===== src/rtl/fr_deser_pkg.sv =====
// Package: frame geometry defaults and the lock-state encoding shared by
// the deserializer sub-blocks.
package fr_deser_pkg;
    localparam int DEF_DATA_W      = 10;
    localparam int DEF_LOCK_FRAMES = 80;
    localparam int DEF_MISS_LIMIT  = 2;

    typedef enum logic [1:0] {
        LK_HUNT  = 2'd0,
        LK_TRAIN = 2'd1,
        LK_HOLD  = 2'd2
    } lk_state_e;
endpackage


===== src/rtl/fr_deser_align.sv =====
// Slot tracker: keeps the previous serial bit, a shift register of the most
// recent DATA_W bits (first-received bit ends at index 0) and the slot number
// expected for the next accepted bit. Assumes bits are qualified by bit_en;
// realign marks the current bit as slot 0 (a start slot).
module fr_deser_align #(
    parameter int DATA_W  = 10,
    parameter int FRAME_W = DATA_W + 2,
    parameter int SLOT_W  = $clog2(FRAME_W)
) (
    input  logic              clk,
    input  logic              clr,
    input  logic              bit_en,
    input  logic              bit_in,
    input  logic              realign,
    output logic [SLOT_W-1:0] slot,
    output logic              edge_seen,
    output logic [DATA_W-1:0] data_sr
);
    localparam logic [SLOT_W-1:0] LAST_SLOT = SLOT_W'(FRAME_W - 1);

    logic [SLOT_W-1:0] slot_q;
    logic              prev_q;
    logic [DATA_W-1:0] sr_q;

    // Advance the slot counter, history bit and payload shifter on each accepted bit.
    always_ff @(posedge clk) begin
        if (clr) begin
            slot_q <= '0;
            prev_q <= 1'b0;
            sr_q   <= '0;
        end else if (bit_en) begin
            prev_q <= bit_in;
            sr_q   <= {bit_in, sr_q[DATA_W-1:1]};
            if (realign)
                slot_q <= SLOT_W'(1);
            else if (slot_q == LAST_SLOT)
                slot_q <= '0;
            else
                slot_q <= slot_q + SLOT_W'(1);
        end
    end

    // Expose the slot of the arriving bit and the stop-to-start edge test.
    always_comb begin
        slot      = slot_q;
        edge_seen = !prev_q && bit_in;
        data_sr   = sr_q;
    end
endmodule


===== src/rtl/fr_deser_lockfsm.sv =====
// Lock controller: hunts for a 0-to-1 edge, trains on it for LOCK_FRAMES
// frame boundaries, then holds lock until MISS_LIMIT boundaries in a row lack
// the edge. Assumes slot 0 marks the bit expected to be a start slot.
module fr_deser_lockfsm
    import fr_deser_pkg::*;
#(
    parameter int LOCK_FRAMES = 80,
    parameter int MISS_LIMIT  = 2,
    parameter int SLOT_W      = 4
) (
    input  logic              clk,
    input  logic              clr,
    input  logic              bit_en,
    input  logic              edge_seen,
    input  logic [SLOT_W-1:0] slot,
    output logic              realign,
    output logic              locked
);
    localparam int CNT_W  = $clog2(LOCK_FRAMES + 1);
    localparam int MISS_W = $clog2(MISS_LIMIT + 1);

    lk_state_e         st_q;
    logic [CNT_W-1:0]  good_q;
    logic [MISS_W-1:0] miss_q;
    logic              at_start;

    // Decode the boundary slot and the realign request during hunting.
    always_comb begin
        at_start = (slot == '0);
        realign  = (st_q == LK_HUNT) && bit_en && edge_seen;
        locked   = (st_q == LK_HOLD);
    end

    // Step the hunt/train/hold sequence on each accepted bit.
    always_ff @(posedge clk) begin
        if (clr) begin
            st_q   <= LK_HUNT;
            good_q <= '0;
            miss_q <= '0;
        end else if (bit_en) begin
            unique case (st_q)
                LK_HUNT: begin
                    if (edge_seen) begin
                        st_q   <= LK_TRAIN;
                        good_q <= CNT_W'(1);
                    end
                end
                LK_TRAIN: begin
                    if (at_start) begin
                        if (!edge_seen) begin
                            st_q   <= LK_HUNT;
                            good_q <= '0;
                        end else if (good_q == CNT_W'(LOCK_FRAMES - 1)) begin
                            st_q   <= LK_HOLD;
                            good_q <= '0;
                            miss_q <= '0;
                        end else begin
                            good_q <= good_q + CNT_W'(1);
                        end
                    end
                end
                LK_HOLD: begin
                    if (at_start) begin
                        if (edge_seen) begin
                            miss_q <= '0;
                        end else if (miss_q == MISS_W'(MISS_LIMIT - 1)) begin
                            st_q   <= LK_HUNT;
                            miss_q <= '0;
                        end else begin
                            miss_q <= miss_q + MISS_W'(1);
                        end
                    end
                end
                default: st_q <= LK_HUNT;
            endcase
        end
    end
endmodule


===== src/rtl/fr_deser_outstage.sv =====
// Output stage: captures the payload when a locked frame's stop slot arrives,
// pulses the strobe for one cycle, and masks word, strobe and lock while the
// outputs are not driven. Assumes data_sr already holds the ten payload bits
// when the stop slot is presented.
module fr_deser_outstage #(
    parameter int DATA_W  = 10,
    parameter int FRAME_W = DATA_W + 2,
    parameter int SLOT_W  = $clog2(FRAME_W)
) (
    input  logic              clk,
    input  logic              clr,
    input  logic              locked,
    input  logic              bit_en,
    input  logic [SLOT_W-1:0] slot,
    input  logic [DATA_W-1:0] data_sr,
    input  logic              drive_en,
    output logic [DATA_W-1:0] word_out,
    output logic              word_stb,
    output logic              lock_n
);
    localparam logic [SLOT_W-1:0] STOP_SLOT = SLOT_W'(FRAME_W - 1);

    logic              take;
    logic              stb_q;
    logic [DATA_W-1:0] word_q;

    // Qualify a capture: locked, bit accepted, and it is the stop slot.
    always_comb take = locked && bit_en && (slot == STOP_SLOT);

    // Register the word and its one-cycle strobe.
    always_ff @(posedge clk) begin
        if (clr) begin
            stb_q  <= 1'b0;
            word_q <= '0;
        end else begin
            stb_q <= take;
            if (take)
                word_q <= data_sr;
        end
    end

    // Mask the visible outputs while they are not driven.
    always_comb begin
        word_out = drive_en ? word_q : '0;
        word_stb = drive_en && stb_q;
        lock_n   = drive_en ? !locked : 1'b1;
    end
endmodule


===== src/rtl/fr_deser.sv =====
// Top: framed serial deserializer with embedded-edge lock. Reset and
// powerdown both clear every sub-block synchronously; output enable only
// masks what leaves the block.
module fr_deser
    import fr_deser_pkg::*;
#(
    parameter int DATA_W      = DEF_DATA_W,
    parameter int LOCK_FRAMES = DEF_LOCK_FRAMES,
    parameter int MISS_LIMIT  = DEF_MISS_LIMIT
) (
    input  logic              clk,
    input  logic              rst_n,
    input  logic              pwrdn_n,
    input  logic              oe,
    input  logic              bit_en,
    input  logic              bit_in,
    output logic [DATA_W-1:0] word_out,
    output logic              word_stb,
    output logic              lock_n,
    output logic              out_en
);
    localparam int FRAME_W = DATA_W + 2;
    localparam int SLOT_W  = $clog2(FRAME_W);

    logic              clr;
    logic [SLOT_W-1:0] slot;
    logic              edge_seen;
    logic [DATA_W-1:0] data_sr;
    logic              realign;
    logic              locked;

    // Combine reset and powerdown into one clear; drive only when enabled and awake.
    always_comb begin
        clr    = !rst_n || !pwrdn_n;
        out_en = oe && pwrdn_n && rst_n;
    end

    fr_deser_align #(.DATA_W(DATA_W), .FRAME_W(FRAME_W), .SLOT_W(SLOT_W)) u_align (
        .clk(clk), .clr(clr), .bit_en(bit_en), .bit_in(bit_in), .realign(realign),
        .slot(slot), .edge_seen(edge_seen), .data_sr(data_sr)
    );

    fr_deser_lockfsm #(.LOCK_FRAMES(LOCK_FRAMES), .MISS_LIMIT(MISS_LIMIT), .SLOT_W(SLOT_W)) u_fsm (
        .clk(clk), .clr(clr), .bit_en(bit_en), .edge_seen(edge_seen), .slot(slot),
        .realign(realign), .locked(locked)
    );

    fr_deser_outstage #(.DATA_W(DATA_W), .FRAME_W(FRAME_W), .SLOT_W(SLOT_W)) u_out (
        .clk(clk), .clr(clr), .locked(locked), .bit_en(bit_en), .slot(slot),
        .data_sr(data_sr), .drive_en(out_en),
        .word_out(word_out), .word_stb(word_stb), .lock_n(lock_n)
    );
endmodule


===== config.mk =====
export PLATFORM = sky130hd
export DESIGN_NAME = fr_deser
export DESIGN_NICKNAME = d
export VERILOG_FILES = /design/src/rtl/fr_deser_pkg.sv /design/src/rtl/fr_deser_align.sv /design/src/rtl/fr_deser_lockfsm.sv /design/src/rtl/fr_deser_outstage.sv /design/src/rtl/fr_deser.sv
export SDC_FILE = /design/constraint.sdc
export NUM_CORES = 1
export LEC_CHECK = 0
export ABC_AREA = 1
export CORE_ASPECT_RATIO = 1.25
export CORE_UTILIZATION = 55
export CTS_BUF_LIST = sky130_fd_sc_hd__clkbuf_8 sky130_fd_sc_hd__clkbuf_16
export DETAILED_ROUTE_END_ITERATION = 16
export PLACE_DENSITY_LB_ADDON = 0.2
export SYNTH_ARGS = -nofsm -noshare
export SYNTH_HDL_FRONTEND = slang
export SYNTH_SLANG_ARGS = --single-unit

===== constraint.sdc =====
create_clock -name clk -period 1.8 [get_ports clk]
set_clock_uncertainty 0.05 [all_clocks]
set_input_delay 0.36 -clock clk [delete_from_list [all_inputs] [get_ports clk]]
set_output_delay 0.36 -clock clk [all_outputs]
set_load 0.02 [all_outputs]

Word level (Yosys, flattened, before mapping)
Index checks and enable logic that the tools add are counted.
{"block": "classes", "reduce_logical": 20, "eq_ne": 13, "n_mux": 24, "add_sub_neg": 3}
{"op": "2-to-1 mux 7 bit", "count": 4}
{"op": "2-to-1 mux 2 bit", "count": 13}
{"op": "case mux 7 bit (2 select lines)", "count": 1}
{"op": "2-to-1 mux 10 bit", "count": 1}
{"op": "logical AND 1 bit", "count": 8}
{"op": "2-to-1 mux 4 bit", "count": 2}
{"op": "!= test 2 x 1 -> 1 bit (second input constant)", "count": 4}
{"op": "adder 7 x 1 -> 7 bit (second input constant)", "count": 1}
{"op": "== test 7 bit (second input constant)", "count": 1}
{"op": "AND reduction 7 bit", "count": 1}
{"op": "!= test 2 bit (second input constant)", "count": 3}
{"op": "case mux 2 bit (3 select lines)", "count": 1}
{"op": "AND reduction 6 bit", "count": 1}
{"op": "adder 4 x 1 -> 4 bit (second input constant)", "count": 1}
{"op": "== test 2 x 1 -> 1 bit (second input constant)", "count": 2}
{"op": "== test 4 bit (second input constant)", "count": 1}
{"op": "logical NOT 1 bit", "count": 4}
{"op": "logical NOT 4 bit", "count": 1}
{"op": "case mux 2 bit (2 select lines)", "count": 1}
{"op": "AND reduction 4 bit", "count": 1}
{"op": "nonzero test 2 bit", "count": 2}
{"op": "!= test 3 bit (second input constant)", "count": 1}
{"op": "adder 2 x 1 -> 2 bit (second input constant)", "count": 1}
{"op": "== test 2 bit (second input constant)", "count": 1}
{"op": "other kinds (3)", "count": 3}
{"block": "totals", "elab_cells": 68, "register_bits": 37, "inputBits": 6, "out_inout_bits": 13}

Logic depth before layout (Yosys ltp)
{"block": "logic_depth", "word_depth": 5, "ltp_mapped": 9, "depth_no_buf": 9}

By module
From an unflattened synthesis, not the netlist that was laid out.
{"block": "hier_totals", "cells_unflattened": 311, "area_unflattened_um2": 1966.9}
{"module": "fr_deser_outstage", "cells_each": 119, "seq_area_each_um2": 220.2, "area_per_inst_um2": 694.4, "instances": 1}
{"module": "fr_deser_lockfsm", "cells_each": 111, "seq_area_each_um2": 220.2, "area_per_inst_um2": 688.2, "instances": 1}
{"module": "fr_deser_align", "cells_each": 78, "seq_area_each_um2": 280.3, "area_per_inst_um2": 568.0, "instances": 1}
{"module": "fr_deser", "cells_each": 3, "seq_area_each_um2": 0.0, "area_per_inst_um2": 16.3, "instances": 1}

Worst setup path after synthesis
No wires, ideal clock.
{"block": "synth_timing", "kind": "input to output", "startpoint": "in rst_n", "endpoint": "out word_out[0]", "t_required_ns": 1.390, "path_stages": 5, "arrival_ns": 1.245, "setup_slack_ns": 0.145, "path_buffers": 1, "path_cell_list": "nand2_1 -> inv_1 -> nand2_1 -> clkbuf_1 -> nor2_1"}
{"block": "synth_via", "elab_chain_cells": 2}
{"element": "from (decl)", "line_no": "fr_deser.sv:12", "rtl": "input logic rst_n,"}
{"element": "logical AND 1 bit", "line_no": "fr_deser.sv:35", "rtl": "out_en = oe && pwrdn_n && rst_n;"}
{"element": "2-to-1 mux 10 bit", "line_no": "fr_deser_outstage.sv:44", "rtl": "word_out = drive_en ? word_q : '0;"}
{"element": "to (decl)", "line_no": "fr_deser.sv:17", "rtl": "output logic [DATA_W-1:0] word_out,"}
Every way passes these cells.

Worst setup path after layout
{"block": "layout_timing", "startpoint": "in rst_n", "endpoint": "out lock_n"}
{"block": "layout_via", "elab_chain_cells": 2}
{"element": "logical AND 1 bit", "line_no": "fr_deser.sv:35"}
{"element": "2-to-1 mux 1 bit", "line_no": "fr_deser_outstage.sv:46", "rtl": "lock_n = drive_en ? !locked : 1'b1;"}
{"element": "to (decl)", "line_no": "fr_deser.sv:19", "rtl": "output logic lock_n,"}
Every way passes these cells.

==> summary.txt <==
Logic synthesis
  • Synthesized area per cell: 6.70 sq um
  • Yosys cell types: 19
  • Syn Inst Count: 252
  • Post-Syn Nets: 261
  • Asr flop ratio synth: 0%
  • Seq/Total Area, Yosys: 42.7%
  • Synth Flop Type: dfxtp_1
  • Post-synth EDFFs: 0
  • Area of the mapped netlist: 0.00169 sq mm
  • #FFs+latches synth: 36
  • YS warnings: 0

Timing
  • Tmin final: 1.74 ns
  • Worst slew pin tran: 0.408 ns
  • Slew HR: 72.5%
  • Final setup violation count: 0
  • Fmax: 0.574 GHz
  • Fin. Hold Viols: 0
  • Hold WS: 0.387 ns
  • RSZ-0062 raised after global routing: yes
  • Final max-slew violation count: 0
  • Final worst path period share: 96.8%

Routing
  • Vias per cell: 5.04
  • Avg WL per Cell: 10.8 um
  • Routed Antenna Nets: 0
  • DRT iter0 DRCs: 50
  • Vias: 1612
  • Routed wire length: 3450 um
  • Residual DRC: 0
  • DRT Pass-1 Iters: 4

Setup path
  • WP data arrival: 1.33 ns
  • Max incr delay on CP: 0.45 ns
  • R2R depth: 7
  • Critical path class: input port to output pin
  • Worst path cell trace: clkdlybuf4s50_1 -> nand2_1 -> inv_2 -> nand2_4 -> inv_1 -> nand2_1 -> buf_2
  • Worst Setup End Kind: output pin
  • Worst path slowest cell: clkdlybuf4s50_1
  • Worst r2r src: u_fsm.good_q[0]
  • Worst reg-to-reg setup slack: 0.22 ns
  • Crit path max-delay family: buffers and inverters
  • Worst path required time: 1.39 ns
  • Maximum fanout along the worst path: 12
  • Crit-path most repeated cell: nand2_1
  • CP Buf/Inv Count: 4
  • R2R Path End: u_fsm.st_q[0]
  • Startpoint types: input port

Place
  • Placer congestion estimate: 0.840
  • Buffers on Ports: 18
  • Post-DP HPWL: 2460 um
  • Placed Area: 0.00198 sq mm

Clocking
  • CTS tree: done
  • CTS buffer count: 5
  • H-tree depth: 2
  • Clk_lat worst skew: 0.30 ns
  • Longest Clk Path Bufs: 2
  • Clock transition at path regs: 0.08 ns
  • Hold-fix buffers, CTS: 0
  • Root Buffer: clkbuf_8
  • Clock sinks: 36

Global route
  • Total GRT Usage: 24.9%
  • Vias in the first global route: 1374
  • Initial antenna violation count: 0
  • Total gr overflow: 0
  • First-pass GRT wire length: 6100 um
  • Largest net degree at the start of global routing: 22

Worst hold path
  • Worst hold path type: flip-flop to flip-flop
  • Hold Path Origin: u_fsm.miss_q[1]
  • Hold EP: u_fsm.miss_q[1]
  • Hold path cells: 2

Power
  • Pleak: 0.832 nW
  • Combinational power share: 8.6%
  • VDD IR-drop max: 0.828 mV
  • Internal Pwr Total: 1.27 mW
  • Cell Pwr Density: 810 mW/mm^2
  • Switching power: 0.387 mW
  • Clock group share of total power: 42.5%
  • Sequential fraction of design power: 48.8%
  • Switch share: 23.4%

Status
  • Status: complete, no violations

Die
  • Starting Density: 57.9%
  • Width of the die: 51.6 um
  • Std-Cell Rows: 22
  • Core ar.: 0.00292 sq mm
  • Die Height: 64.0 um
  • Die area: 0.00330 sq mm
  • IO Pins: 19

Final layout
  • Final nets: 292
  • Design area: 0.00204 sq mm
  • Layout filler cell count: 265
  • Share of layout cells above drive strength 1: 15.1%
  • Area grow syn2layout: 21.0%
  • Ant. Diodes: 0

Run
  • Max Cap Viol: 0
==> registers in the layout, summed over array words and instances (netlist names) <==
register and count:
u_align.data_sr 10, u_fsm.good_q 7, u_out.word_q 10, u_align.slot 4
u_fsm.miss_q 2, u_fsm.st_q 2, u_out.stb_q 1
==> power by group through the flow <==
stage | clock network, mW | registers (mW) | logic [mW]
floorplan | 0 | 0.826 | 0.0862
global placement | 0 | 0.827 | 0.138
detailed placement | 0 | 0.827 | 0.139
CTS | 0.719 | 0.808 | 0.141
global route | 0.763 | 0.809 | 0.161
finish | 0.704 | 0.809 | 0.143
==> cell families (layout without fill, tap and decap cells) <==
family	Yosys count	count (layout)	share of synthesized area [%]
compound gates	50	50	15.5
buf+inv	43	75	9.78
flops	36	36	42.7
xor+xnor	2	2	1.04
simple gates	118	118	28.8
fa+ha+maj	3	3	2.22
==> stage by stage <==
stage                     setup TNS (ns)  std cells  util (%)  setup WS, ns  power (mW)
final                                  0        320      70.1        0.0583        1.66
after global routing             -0.0228        320      70.1       -0.0105        1.73
after CTS                              0        319      69.6        0.0554        1.67
after detailed placement           -7.09        311      67.8        -0.542       0.966
after global placement             -6.95        311      67.8        -0.533       0.965
after floorplan                        0        252         -         0.145       0.912
==> Yosys cell counts (2+ instances only) <==
cell / number / share of area [%]
nor2_2: 2 / 0.74
clkbuf_1: 5 / 1.1
nor2_1: 32 / 7.1
buf_2: 3 / 0.89
dfxtp_1: 36 / 43
ha_1: 3 / 2.2
a21oi_1: 32 / 9.5
inv_2: 2 / 0.44
nand3_1: 19 / 5.6
inv_1: 33 / 7.3
o21ai_0: 17 / 5.0
nand2_1: 61 / 14
==> what timing repair did <==
action / in CTS / in global routing
endpoints found under the setup margin: 13 / 3
resized for setup: 55 / 2
pin swaps: 0 / 0
buffers inserted: 0 / 1
==> how the worst max path moves through the flow <==
stage	slack, ns	from	to	cells past startpoint
floorplan	0.14	rst_n	word_out[0]	5
global placement	-0.53	rst_n	word_out[4]	6
detailed placement	-0.54	pwrdn_n	word_out[9]	6
CTS	0.06	pwrdn_n	lock_n	7
global route	-0.01	pwrdn_n	word_out[7]	6
finish	0.06	rst_n	lock_n	7
==> layout by cell type, fill, tap and decap left out <==
| cell type | Yosys | routed |
|---|---|---|
| nand2_1 | 61 | 60 |
| dfxtp_1 | 36 | 36 |
| inv_1 | 33 | 32 |
| nor2_1 | 32 | 32 |
| a21oi_1 | 32 | 32 |
| nand3_1 | 19 | 19 |
| o21ai_0 | 17 | 17 |
| buf_4 | 0 | 16 |
| buf_2 | 3 | 11 |
| clkbuf_8 | 0 | 5 |
| clkdlybuf4s50_1 | 0 | 5 |
| inv_2 | 2 | 3 |
| ha_1 | 3 | 3 |
| nor2_2 | 2 | 2 |
| nand2_4 | 0 | 1 |
| xor2_1 | 1 | 1 |
| nand4_1 | 1 | 1 |
| nor2_4 | 1 | 1 |
| a21oi_4 | 1 | 1 |
| xnor2_1 | 1 | 1 |
| nor3_1 | 1 | 1 |
| nand3b_1 | 1 | 1 |
| clkinvlp_4 | 0 | 1 |
| bufinv_16 | 0 | 1 |
| clkinv_2 | 0 | 1 |
==> worst register-to-register path: cells and delay by family (launching register included) <==
family,cells,cell delay (ns)
AOI/OAI and AO/OA,1,0.38
adders and majority gates,1,0.20
and+or+nand+nor,5,0.54
DFF,1,0.36
==> area by class of cell <==
| class | instances | area [sq um] | area share [%] |
|---|---|---|---|
| multi-input cells | 173 | 811 | 39.7 |
| clock buffers | 5 | 68.8 | 3.37 |
| clock inverters | 3 | 42.5 | 2.08 |
| inverters | 35 | 131 | 6.43 |
| repair buffers | 32 | 225 | 11.0 |
| well taps | 36 | 45.0 | 2.20 |
| flip-flops and latches | 36 | 721 | 35.3 |
==> routing by layer <==
metal  global-route usage [%]  part of all wire, %  vias to the layer above
met5                        0                    0                        -
met4                     12.2                  2.2                        0
met3                     6.43                  4.6                        7
met2                     37.0                   44                       37
met1                     32.8                   49                      714
li1                         -                    -                      854
(Power assumes the default switching activity.)
